[src/rtl/wave_addr_pkg.sv]
// Shared types for the waveform addresser.
package wave_addr_pkg;
    // Source of the address step.
    typedef enum logic {
        STEP_EVERY_CLK = 1'b0,
        STEP_OSC_CYCLE = 1'b1
    } step_src_e;
endpackage

[src/rtl/wag_phase_acc.sv]
// Phase accumulator with top-bit rising-edge detection.
// Assumes ACC_W >= PHASE_W. Restart clears the sum and the stored top bit.
module wag_phase_acc #(
    parameter int ACC_W   = 24,
    parameter int PHASE_W = 16
) (
    input  logic               clk,
    input  logic               rst_n,
    input  logic               restart,
    input  logic [ACC_W-1:0]   tune_word,
    output logic [PHASE_W-1:0] acc_top,
    output logic               msb_rise
);
    logic [ACC_W-1:0] acc_q;
    logic             msb_q;

    // Accumulate the tuning word and keep last cycle's top bit.
    always_ff @(posedge clk) begin
        if (!rst_n || restart) begin
            acc_q <= '0;
            msb_q <= 1'b0;
        end else begin
            acc_q <= acc_q + tune_word;
            msb_q <= acc_q[ACC_W-1];
        end
    end

    // Expose the phase bits and the oscillator-cycle edge.
    always_comb begin
        acc_top  = acc_q[ACC_W-1 -: PHASE_W];
        msb_rise = acc_q[ACC_W-1] & ~msb_q;
    end
endmodule

[src/rtl/wag_phase_sum.sv]
// Offset selection and phase addition.
// The memory phase takes the top MEMPH_W bits of the sample word and is left-aligned.
module wag_phase_sum #(
    parameter int PHASE_W  = 16,
    parameter int SAMPLE_W = 14,
    parameter int MEMPH_W  = 8
) (
    input  logic [PHASE_W-1:0]  acc_top,
    input  logic [PHASE_W-1:0]  phase_ofs,
    input  logic [SAMPLE_W-1:0] mem_word,
    input  logic                mem_ph_en,
    output logic [PHASE_W-1:0]  phase_out
);
    localparam int LOW_W = SAMPLE_W - MEMPH_W;

    logic [PHASE_W-1:0] mem_ofs;
    logic [LOW_W-1:0]   mem_low_unused;

    assign mem_low_unused = mem_word[LOW_W-1:0];

    generate
        if (PHASE_W > MEMPH_W) begin : g_pad
            // Left-align the memory phase and zero-fill the low bits.
            always_comb mem_ofs = {mem_word[SAMPLE_W-1 -: MEMPH_W], {(PHASE_W-MEMPH_W){1'b0}}};
        end else begin : g_trunc
            // The memory phase fills the whole offset.
            always_comb mem_ofs = mem_word[SAMPLE_W-1 -: PHASE_W];
        end
    endgenerate

    // Add the selected offset after the accumulator.
    always_comb phase_out = acc_top + (mem_ph_en ? mem_ofs : phase_ofs);
endmodule

[src/rtl/wag_addr_ctr.sv]
// Window address counter: sweeps start..stop and wraps to start.
// Assumes start <= stop. Otherwise it counts through the top and rolls over until it meets stop.
module wag_addr_ctr #(
    parameter int ADDR_W = 12
) (
    input  logic              clk,
    input  logic              rst_n,
    input  logic              restart,
    input  logic              step_en,
    input  logic [ADDR_W-1:0] start_addr,
    input  logic [ADDR_W-1:0] stop_addr,
    output logic [ADDR_W-1:0] addr
);
    // Load on reset or restart, then step with a wrap at stop.
    always_ff @(posedge clk) begin
        if (!rst_n || restart)
            addr <= start_addr;
        else if (step_en)
            addr <= (addr == stop_addr) ? start_addr : addr + 1'b1;
    end
endmodule

[src/rtl/wave_addr_gen.sv]
// Top: waveform memory addresser stepped by the sample clock or the oscillator.
// The memory word must belong to the current mem_addr (combinational read).
module wave_addr_gen #(
    parameter int ACC_W    = 24,
    parameter int PHASE_W  = 16,
    parameter int SAMPLE_W = 14,
    parameter int MEMPH_W  = 8,
    parameter int ADDR_W   = 12
) (
    input  logic                clk,
    input  logic                rst_n,
    input  logic                restart,
    input  logic [ACC_W-1:0]    tune_word,
    input  logic [PHASE_W-1:0]  phase_ofs,
    input  logic [ADDR_W-1:0]   start_addr,
    input  logic [ADDR_W-1:0]   stop_addr,
    input  logic                step_sel,
    input  logic                mem_ph_en,
    input  logic [SAMPLE_W-1:0] mem_word,
    output logic [ADDR_W-1:0]   mem_addr,
    output logic [PHASE_W-1:0]  phase_out,
    output logic                cyc_flag
);
    import wave_addr_pkg::*;

    logic [PHASE_W-1:0] acc_top;
    logic               msb_rise;
    logic               step_en;
    step_src_e          step_src;

    wag_phase_acc #(.ACC_W(ACC_W), .PHASE_W(PHASE_W)) u_acc (
        .clk(clk), .rst_n(rst_n), .restart(restart), .tune_word(tune_word),
        .acc_top(acc_top), .msb_rise(msb_rise)
    );

    wag_phase_sum #(.PHASE_W(PHASE_W), .SAMPLE_W(SAMPLE_W), .MEMPH_W(MEMPH_W)) u_sum (
        .acc_top(acc_top), .phase_ofs(phase_ofs), .mem_word(mem_word),
        .mem_ph_en(mem_ph_en), .phase_out(phase_out)
    );

    // Choose the step source for the address counter.
    always_comb begin
        step_src = step_src_e'(step_sel);
        step_en  = (step_src == STEP_OSC_CYCLE) ? msb_rise : 1'b1;
    end

    wag_addr_ctr #(.ADDR_W(ADDR_W)) u_ctr (
        .clk(clk), .rst_n(rst_n), .restart(restart), .step_en(step_en),
        .start_addr(start_addr), .stop_addr(stop_addr), .addr(mem_addr)
    );

    assign cyc_flag = msb_rise;
endmodule

[config.mk]
export PLATFORM = sky130hd
export DESIGN_NAME = wave_addr_gen
export DESIGN_NICKNAME = d
export VERILOG_FILES = /design/src/rtl/wave_addr_pkg.sv /design/src/rtl/wag_phase_acc.sv /design/src/rtl/wag_phase_sum.sv /design/src/rtl/wag_addr_ctr.sv /design/src/rtl/wave_addr_gen.sv
export SDC_FILE = /design/constraint.sdc
export NUM_CORES = 1
export LEC_CHECK = 0
export BUFFER_PORTS_ARGS = -buffer_cell sky130_fd_sc_hd__buf_2
export CELL_PAD_IN_SITES_DETAIL_PLACEMENT = 1
export CELL_PAD_IN_SITES_GLOBAL_PLACEMENT = 2
export CORE_ASPECT_RATIO = 0.9
export CORE_MARGIN = 2
export CORE_UTILIZATION = 30
export CTS_CLUSTER_DIAMETER = 200
export DETAILED_ROUTE_END_ITERATION = 10
export MAX_ROUTING_LAYER = met4
export PLACE_DENSITY = 0.79
export SLEW_MARGIN = 0
export SYNTH_ARGS = -nofsm -noshare
export SYNTH_HDL_FRONTEND = slang
export SYNTH_SLANG_ARGS = --single-unit
[constraint.sdc]
create_clock -name clk -period 5.75 [get_ports clk]
set_clock_uncertainty 0.15 [all_clocks]
set_input_delay 1.15 -clock clk [delete_from_list [all_inputs] [get_ports clk]]
set_output_delay 1.15 -clock clk [all_outputs]
set_load 0.005 [all_outputs]
Yosys cells after proc, flatten, opt, wreduce, memory -nomap -nowiden
Cells that the tools add are included.

Register bits: 37. Input bits: 83. Output and inout port bits: 29. Logic and storage cells: 17.

Add/sub/neg operators: 3. Equal/unequal tests: 1. Mux-type cells: 5. Bitwise operators: 2. Reductions and logical operators: 3.

Operator list (count): 12-bit 2-to-1 mux (3); 24-bit adder (1); 16-bit adder (1); 16-bit 2-to-1 mux (1); 12-bit by 1-bit adder with 12-bit output, second input constant (1); 12-bit equality test (1); 2-bit nonzero test (1); 1-bit AND (1); 1-bit zero test (1); 1-bit logical OR (1); 1-bit 2-to-1 mux (1); 1-bit inverter (1).

Depth between registers and ports, before layout
Gate-level depths: netlist (run 1).

Depth after elaboration: 5. Mapped depth: 11.

By module
A second synthesis (run 1) with hierarchy kept.

Cell total of the unflattened synthesis: 441. Area, all modules: 3857.4 µm².

By module, submodules not included: wag_phase_acc (instances 1, cells an instance 257, area an instance 2060.7 µm², seq. area each 500.5 µm²); wag_addr_ctr (instances 1, cells an instance 73, area an instance 932.1 µm², seq. area each 360.3 µm²); wag_phase_sum (instances 1, cells an instance 110, area an instance 858.3 µm², seq. area each 0.0 µm²); wave_addr_gen (instances 1, cells an instance 1, area an instance 6.3 µm², seq. area each 0.0 µm²).

Worst setup path after synthesis (run 1)
OpenSTA, ideal clock, no wires.

Path type: input to output. Start point: in mem_ph_en. End point: out phase_out[14]. Data arrival time: 3.650 ns. Required time: 4.450 ns. Path slack: 0.800 ns. Stages: 11. Cells stage by stage: clkbuf_1 clkbuf_1 nor2b_1 ha_1 fa_1 a211oi_1 o21ai_1 a31oi_1 o21ai_1 a221oi_2 xnor2_1.

Cells in the longest elaborated chain, start to end: 2.

Ends and longest elaborated chain: start: declaration (RTL line wave_addr_gen.sv:18) `input logic mem_ph_en,`; 16-bit 2-to-1 mux (RTL line wag_phase_sum.sv:32) `always_comb phase_out = acc_top + (mem_ph_en ? mem_ofs : phase_ofs);`; 16-bit adder (RTL line wag_phase_sum.sv:32); end: declaration (RTL line wave_addr_gen.sv:21) `output logic [PHASE_W-1:0] phase_out,`.

No other way between the ends.

Worst setup path in the final report (run 1)
Same ends and word-level chain as after synthesis.

==> out/results.txt, run 1 <==
Status: completed
Hold WS: 0.394 ns
Htree depth: 2
Clock Tree Root: clkbuf_16
Peak VDD IR: 0.000105 V
DP Wirelength: 8200 microns
First-pass GRT wire length: 16900 microns
GR Overflow Total: 0
Yosys warnings: 0
CP required: 4.45 ns
Share of cells above drive strength 1: 27.6%
Vias in the first global route: 3503
Final-report setup violation count: 0
Core Box Area: 0.0115 sq mm
Clock sink count: 37
Reg clk slew, reported paths: 0.05 ns
Non-filler instance count after layout: 665
Chip Height: 107 microns
Max_slew headroom: 36.8%
Row count: 37
Combinational fraction of design power: 38.0%
Setup Fix Bufs, Post-CTS: 0
Pre-Repair DR Iteration Count: 4
Horiz. Die Dim: 119 microns
CP arrival: 3.84 ns
Longest Clk Path Bufs: 2
Via density: 5.08
Nets@finish: 631
Post-CTS sizing: 0
P_leak: 0.00206 uW
Syn Nets: 529
Mapped Area: 0.00355 sq mm
TritonCTS Buffers: 5
Slew @ Worst Pin: 0.944 ns
Starting Density: 31.0%
RSZ-0062 raised after global routing: no
Antenna viol nets, final: 0
Fmax: 195 MHz
CTS tree: done
Largest net degree at the start of global routing: 22
Post-route minimum period: 5.14 ns
IO buf count: 105
Pwr Density: 234 mW/mm^2
IO Pins: 112
Switching Fraction: 33.7%
Wirelength, routed: 10200 microns
Gate Count Post-Synth: 405
Die ar.: 0.0127 sq mm
Hold crit path type: reg -> reg
Wire length per cell: 15.4 microns
Power, Total: 1030 uW
Area growth, synth to finish: 23.9%
Post-synth EDFFs: 12
Clock share of power: 30.6%
GRT Util Overall: 16.7%
Post-Place Worst Slack: 0.584 ns
Final WS setup: 0.613 ns
Max-cap violations: 0
Number of antenna violations at the first check in global routing: 1
Flops & latches, synth: 37
CTS Hold Buffers Added: 0
Avg Cell Area, Syn: 8.77 sq um
Residual DRC: 0
Number of DRC violations after detailed-routing iteration 0: 133
Sequential group share of total power: 31.4%
Async SR Flop Fraction: 0%
Inst Count DP: 656
Final hold vios: 0
Gpl congestion: 0.849
Startpoint Class: input pin
Sw Pwr: 346 uW
Top FF cell, synth: dfxtp_1
P_int: 683 uW
Max-slew violation count: 0
Final Cycle Share: 89.3%
Library cells used by synthesis: 54
Vias: 3378
Sum Neg Setup Slack: 0 ns
Clk_lat worst skew: 0.28 ns
Register area share after synthesis: 24.2%
Worst-path maximum fanout: 16
CP Class: in -> out
Worst Setup End Kind: output port
==> path summary, 6_finish.rpt <==
kind	cells after the start	slack (ns)	endpoint	from
hold / removal	1	0.39	u_acc.msb_q	u_acc.acc_q[23]
setup / recovery	11	0.61	phase_out[14]	mem_ph_en
setup reg to reg	8	3.22	u_acc.acc_q[14]	u_acc.acc_q[0]
hold reg to reg	1	0.39	u_acc.msb_q	u_acc.acc_q[23]
==> critical path, cell delays in order <==
cell and delay (ns):
buf_2 0.30, nor2b_1 0.09, ha_1 0.23, fa_1 0.43
a211oi_1 0.35, o21ai_1 0.14, a31oi_1 0.39, o21ai_1 0.18
a221oi_2 0.27, xnor2_1 0.15, buf_2 0.14
==> per-layer routing <==
metal,part of all wire (%),track usage (%)
met5,0,-
met4,0.47,2.55
met3,4.4,2.60
met2,47,28.3
met1,49,21.4
==> cells by family (layout without fill, tap and decap cells) <==
group | count (synthesis) | after routing | share of synthesized area (%)
adder cells (fa/ha/maj) | 41 | 41 | 14.9
AND/OR/NAND/NOR | 123 | 123 | 17.6
buffers and inverters | 22 | 125 | 2.46
AO/OA/AOI/OAI | 118 | 118 | 24.3
flip-flops | 37 | 37 | 24.2
multiplexers | 14 | 14 | 4.26
XOR/XNOR | 50 | 50 | 12.3
other | 0 | 1 | 0
==> placed cells by master (no fill, tap or decap), drive strengths merged, types with 3 or more instances in the layout <==
cell type    n
o21bai       5
xor2        30
mux2i        5
clkbuf       6
o21a         5
nor4         4
nand2b       7
and3         5
and2         5
mux2         9
a31oi        6
a21oi       36
a211oi      10
a21o        17
ha          39
nand3       15
dfxtp       25
buf        107
o21ai       16
nor2        39
edfxtp      12
a31o         3
nand4        5
inv         10
o211ai       3
nor3         9
nor2b       11
nand2       18
xnor2       20
==> registers in the layout, summed over array words and instances (netlist names) <==
register,flops
u_ctr.addr,12
u_acc.acc_q,24
u_acc.msb_q,1
==> layout make-up <==
type	count	area, sq um
clock inverters	2	33.8
repair buffers	107	541
well taps	156	195
inverters	10	37.5
fillers	1420	7080
multi-input cells	346	2610
flip-flops and latches	37	861
clock buffers	6	129
diodes	1	2.50
==> cells in the mapped netlist, drive strengths merged (5+ instances only) <==
library cell  instances  area share, %
a21oi                36            5.8
a211oi               10            2.5
xor2                 30            7.4
ha                   39             14
nor2b                11            1.9
nand2                18            1.9
and3                  5           0.88
a21o                 17            3.8
o21a                  5            1.1
nor2                 39            4.1
nand4                 5           0.88
dfxtp                25             14
clkbuf                8           0.85
nand3                15            2.5
xnor2                20            4.9
o21ai                16            2.3
inv                  10            1.1
and2                  5           0.95
mux2i                 5            1.4
edfxtp               12             10
a31oi                 6            1.1
nand2b                7            1.2
o21bai                5            1.1
nor3                  9            1.5
mux2                  9            2.9
==> power by group through the flow <==
stage | clock network [uW] | logic [uW] | registers (uW)
global route | 331 | 439 | 327
global placement | 0 | 381 | 327
CTS | 322 | 395 | 323
floorplan | 0 | 273 | 321
detailed placement | 0 | 390 | 329
finish | 315 | 391 | 323
==> through the flow <==
stage                     cell area, sq um  utilization, %
final                                 4400            38.4
after global routing                  4400            38.4
after detailed placement              4240            36.9
after global placement                4240            36.9
after CTS                             4400            38.3
after floorplan                       3550               -
(Power assumes the default switching activity.)
==> run 2, diff against run 1 <==
--- a/config.mk
+++ b/config.mk
@@ -5,16 +5,17 @@
 export SDC_FILE = /design/constraint.sdc
 export NUM_CORES = 1
 export LEC_CHECK = 0
+export ABC_AREA = 1
 export BUFFER_PORTS_ARGS = -buffer_cell sky130_fd_sc_hd__buf_2
 export CELL_PAD_IN_SITES_DETAIL_PLACEMENT = 1
 export CELL_PAD_IN_SITES_GLOBAL_PLACEMENT = 2
 export CORE_ASPECT_RATIO = 0.9
 export CORE_MARGIN = 2
-export CORE_UTILIZATION = 30
+export CORE_UTILIZATION = 28
 export CTS_CLUSTER_DIAMETER = 200
 export DETAILED_ROUTE_END_ITERATION = 10
 export MAX_ROUTING_LAYER = met4
-export PLACE_DENSITY = 0.79
+export PLACE_DENSITY = 0.8
 export SLEW_MARGIN = 0
 export SYNTH_ARGS = -nofsm -noshare
 export SYNTH_HDL_FRONTEND = slang
==> constraint.sdc (replaced) <==
create_clock -name clk -period 4.8 [get_ports clk]
set_clock_uncertainty 0.15 [all_clocks]
set_input_delay 0.96 -clock clk [delete_from_list [all_inputs] [get_ports clk]]
set_output_delay 0.96 -clock clk [all_outputs]
set_load 0.005 [all_outputs]
==> out/results.txt, run 2 <==
TritonCTS Buffers: 5
Slew @ Worst Pin: 0.386 ns
Buf/Inv on CP: 3
Die ar.: 0.0158 sq mm
Largest net degree at the start of global routing: 31
Multi-input logic area: 0.00285 sq mm
Syn Nets: 799
Mapped Area: 0.00416 sq mm
Setup Fix Bufs, Post-CTS: 0
CP Class: in -> out
Top reg by flops: u_acc.acc_q
Final hold vios: 0
Post-synth top cells: 220 x nand2_1, 108 x inv_1, 84 x nor2_1, 43 x nand3_1, 39 x ha_1
Nets@finish: 907
IO buf count: 105
Worst Reg2Reg Path Length in Cells: 10
RSZ-0062 raised after global routing: no
CP arrival: 3.00 ns
Reg clk slew, reported paths: 0.06 ns
Share of cells above drive strength 1: 17.9%
Flip-flop count of the largest register after layout: 24
Async SR Flop Fraction: 0%
Hold crit path type: reg -> reg
Top Registers: u_acc.acc_q x24, u_ctr.addr x12, u_acc.msb_q x1
Post-CTS sizing: 0
Horiz. Die Dim: 132 microns
Via density: 4.55
Chip Height: 120 microns
Inst Count DP: 974
IO Pins: 112
Synth top area cells: nand2_1 20%, dfxtp_1 12%, ha_1 12%, inv_1 9.8%, edfxtp_1 8.7%
Critical path depth in cells: 11
Family with the most delay on the worst path: buffers and inverters
Most numerous cell in the Yosys netlist: nand2_1
Fmax: 244 MHz
Library cells used by synthesis: 31
Hold path cells: 3
Starting Density: 28.5%
Startpoint Class: input pin
CP max stage cell: ha_1
Synth top area share: 19.9%
Status: completed
Clk_lat worst skew: 0.30 ns
Peak VDD IR: 0.000114 V
Max-slew violation count: 0
P_leak: 0.00289 uW
Longest Clk Path Bufs: 2
CP required: 3.69 ns
Number of antenna violations at the first check in global routing: 0
Inserted Diodes: 0
Final-report setup violation count: 0
Clock Tree Root: clkbuf_16
CTS Hold Buffers Added: 0
Most frequent cells in the layout: 220 x nand2_1, 108 x inv_1, 105 x buf_2
Htree depth: 2
Gate Count Post-Synth: 675
Final Cycle Share: 85.5%
Post-synth EDFFs: 12
Core Box Area: 0.0146 sq mm
Worst-path maximum fanout: 16
Residual DRC: 0
Worst Setup End Kind: output port
GRT Util Overall: 17.7%
Max_slew headroom: 74.3%
Highest cell delay on the worst timing path: 0.39 ns
Gpl congestion: 0.834
DP Wirelength: 11400 microns
Antenna viol nets, final: 0
Area growth, synth to finish: 22.1%
Final WS setup: 0.695 ns
Number of DRC violations after detailed-routing iteration 0: 147
Row count: 42
Post-Place Worst Slack: 0.677 ns
Clock sink count: 37
Commonest non-fill, non-tap cell in the layout: nand2_1
Yosys warnings: 0
Post-route minimum period: 4.11 ns
GR Overflow Total: 0
Non-filler instance count after layout: 982
First-pass GRT wire length: 22100 microns
Pre-Repair DR Iteration Count: 5
Filler cells: 1997
Vias in the first global route: 4599
Wirelength, routed: 13500 microns
Flops & latches, synth: 37
CTS tree: done
Pwr Density: 244 mW/mm^2
Critical-path cell list: buf_2 -> mux2_2 -> ha_1 -> nand2_1 -> inv_1 -> nand3_1 -> nor3_1 -> o21ai_0 -> nand2_1 -> xor2_1 -> buf_2
Sequential cell area: 861 sq um
Wire length per cell: 13.8 microns
Avg Cell Area, Syn: 6.16 sq um
Register area share after synthesis: 20.7%
Vias: 4472
Max-cap violations: 0
Top FF cell, synth: dfxtp_1
Largest area contributor in the netlist: nand2_1
Sum Neg Setup Slack: 0 ns
[run 2: kinds of logic after synthesis]
group | share of synthesized area, %
AO/OA/AOI/OAI | 8.79
XOR/XNOR | 7.37
adder cells (fa/ha/maj) | 12.7
buffers and inverters | 10.8
flip-flops | 20.7
multiplexers | 2.17
AND/OR/NAND/NOR | 37.4
[run 2: tightest hold or removal path: stages, from the launching register on]
cell,delay [ns]
dfxtp_1,0.31
ha_1,0.11
inv_1,0.03
nor2_1,0.08
[run 2: through the flow]
| stage | power (uW) | util, % | hold slack [ns] | area [sq um] |
|---|---|---|---|---|
| floorplan | 683 | - | 0.337 | 4160 |
| global placement | 831 | 33.6 | 0.394 | 4900 |
| detailed placement | 843 | 33.6 | 0.412 | 4900 |
| CTS | 1250 | 34.7 | 0.429 | 5070 |
| global route | 1330 | 34.7 | 0.467 | 5070 |
| finish | 1240 | 34.7 | 0.421 | 5070 |
[run 2: final timing paths]
kind | to | slack, ns | start
setup / recovery | phase_out[14] | 0.69 | mem_ph_en
hold / removal | u_acc.acc_q[0] | 0.42 | u_acc.acc_q[0]
setup reg to reg | u_acc.acc_q[20] | 2.71 | u_acc.acc_q[0]
hold reg to reg | u_acc.acc_q[0] | 0.42 | u_acc.acc_q[0]
[run 2: layer usage]
| layer | up-vias | track usage, % | wire length, microns |
|---|---|---|---|
| li1 | 2344 | - | - |
| met3 | 7 | 2.49 | 344 |
| met4 | 0 | 3.02 | 95 |
| met2 | 48 | 29.8 | 6310 |
| met5 | - | - | 0 |
| met1 | 2073 | 23.1 | 6780 |
[run 2: cell type report]
cell class	instances	area share [%]
clock buffers	5	2.47
flip-flops and latches	37	17.0
repair buffers	107	10.7
multi-input cells	524	56.1
clock inverters	3	0.912
inverters	108	7.99
well taps	198	4.88
[run 2: report_power, final]
group	switching, uW	internal (uW)	total (uW)	leakage (uW)
clock	156	246	402	0.0000800
sequential	31.3	352	384	0.000332
combinational	268	182	451	0.00248
total	455	781	1240	0.00289
==> run 3, diff against run 2 <==
--- a/config.mk
+++ b/config.mk
@@ -10,7 +10,6 @@
 export CELL_PAD_IN_SITES_DETAIL_PLACEMENT = 1
 export CELL_PAD_IN_SITES_GLOBAL_PLACEMENT = 2
 export CORE_ASPECT_RATIO = 0.9
-export CORE_MARGIN = 2
 export CORE_UTILIZATION = 28
 export CTS_CLUSTER_DIAMETER = 200
 export DETAILED_ROUTE_END_ITERATION = 10
==> out/results.txt, run 3 (synthesis results as in run 2) <==
Status: completed
Area growth, synth to finish: 21.3%
Core Box Area: 0.0143 sq mm
Sum Neg Setup Slack: 0 ns
Pwr Density: 235 mW/mm^2
Combinational fraction of design power: 38.0%
Fmax: 239 MHz
Final-report setup violation count: 0
Max-slew violation count: 0
Top Registers: u_acc.acc_q x24, u_ctr.addr x12, u_acc.msb_q x1
Post-Place Worst Slack: 0.629 ns
Final hold vios: 0
IO Pins: 112
Crit path from: mem_ph_en
Worst reg-to-reg setup slack: 2.69 ns
Number of DRC violations after detailed-routing iteration 0: 160
GRT Util Overall: 19.4%
Clock Tree Root: clkbuf_16
Worst Setup End Kind: output port
Pre-Repair DR Iteration Count: 6
Horiz. Die Dim: 130 microns
Final Instance Area: 0.00504 sq mm
Hold crit path type: reg -> reg
Most frequent cells in the layout: 220 x nand2_1, 108 x inv_1, 105 x buf_2
Final Cycle Share: 87.1%
Post-route minimum period: 4.18 ns
GR Overflow Total: 0
Wire length per cell: 13.9 microns
Commonest non-fill, non-tap cell in the layout: nand2_1
Sequential group share of total power: 32.5%
Reg2reg start: u_acc.acc_q[0]
CP required: 3.69 ns
CP arrival: 3.07 ns
RSZ-0062 raised after global routing: no
Via density: 4.61
Setup Fix Bufs, Post-CTS: 0
Clock share of power: 29.5%
P_int: 727 uW
Clk_lat worst skew: 0.30 ns
Starting Density: 29.1%
Final WS setup: 0.618 ns
Slew @ Worst Pin: 1.16 ns
DP Wirelength: 11600 microns
Htree depth: 2
Switching Fraction: 38.6%
CTS Hold Buffers Added: 0
CP Class: in -> out
CTS tree: done
Row count: 41
Worst Hold Launch: u_acc.acc_q[0]
Vias in the first global route: 4771
Chip Height: 118 microns
Residual DRC: 0
Max-cap violations: 0
Clock sink count: 37
Antenna viol nets, final: 0
Longest Clk Path Bufs: 2
P_leak: 0.00287 uW
Number of antenna violations at the first check in global routing: 0
Startpoint Class: input pin
Die ar.: 0.0153 sq mm
Post-DP Area: 0.00490 sq mm
Top reg by flops: u_acc.acc_q
Vias: 4507
IO buf count: 105
Power, Total: 1190 uW
Wirelength, routed: 13600 microns
First-pass GRT wire length: 22700 microns
Reg clk slew, reported paths: 0.06 ns
Post-CTS sizing: 0
Flip-flop count of the largest register after layout: 24
Largest net degree at the start of global routing: 22
TritonCTS Buffers: 5
Share of cells above drive strength 1: 17.9%
Gpl congestion: 0.813
Nets@finish: 907
Worst-path maximum fanout: 16
Inserted Diodes: 0
Max_slew headroom: 22.4%
Peak VDD IR: 0.000118 V
Sw Pwr: 458 uW
Filler cells: 1957
run 3: worst max-delay path, stage by stage:
cell and delay (ns):
buf_2 0.31, mux2_2 0.38, ha_1 0.40, nand2_1 0.13
inv_1 0.11, nand3_1 0.11, nor3_1 0.16, o21ai_0 0.14
nand2_1 0.10, xor2_1 0.15, buf_2 0.13
run 3: layout make-up:
type                            count  area (sq um)  area share (%)
Clock buffer                        5           125            2.48
Clock inverter                      3          22.5           0.447
Inverter                          108           405            8.04
Multi-Input combinational cell    524          2850            56.5
Sequential cell                    37           861            17.1
Tap cell                          193           241            4.79
Timing Repair Buffer              107           541            10.7
run 3: worst paths after layout:
path                endpoint  cells after the start
max            phase_out[14]                     11
min           u_acc.acc_q[0]                      3
max reg2reg  u_acc.acc_q[12]                     10
min reg2reg   u_acc.acc_q[0]                      3
run 3: layer usage:
layer / GRT usage [%] / vias to the layer above / routed length [microns]
met1: 25.2 / 2089 / 6700
met2: 32.0 / 63 / 6400
li1: - / 2348 / -
met3: 2.36 / 7 / 371
met4: 4.31 / 0 / 141
met5: - / - / 0
run 3: power groups by stage:
stage	clock, uW	combinational [uW]	sequential [uW]
after detailed placement	0	452	393
after global routing	370	517	389
after global placement	0	441	392
after CTS	360	456	386
after floorplan	0	301	381
final	349	450	386
run 3: per-stage QoR:
stage                     std cells  hold WS, ns  utilization [%]
after global placement          969        0.395             34.3
after CTS                       977        0.424             35.4
after detailed placement        969        0.408             34.3
after global routing            977        0.463             35.4
final                           977        0.416             35.4
after floorplan                 675        0.337                -
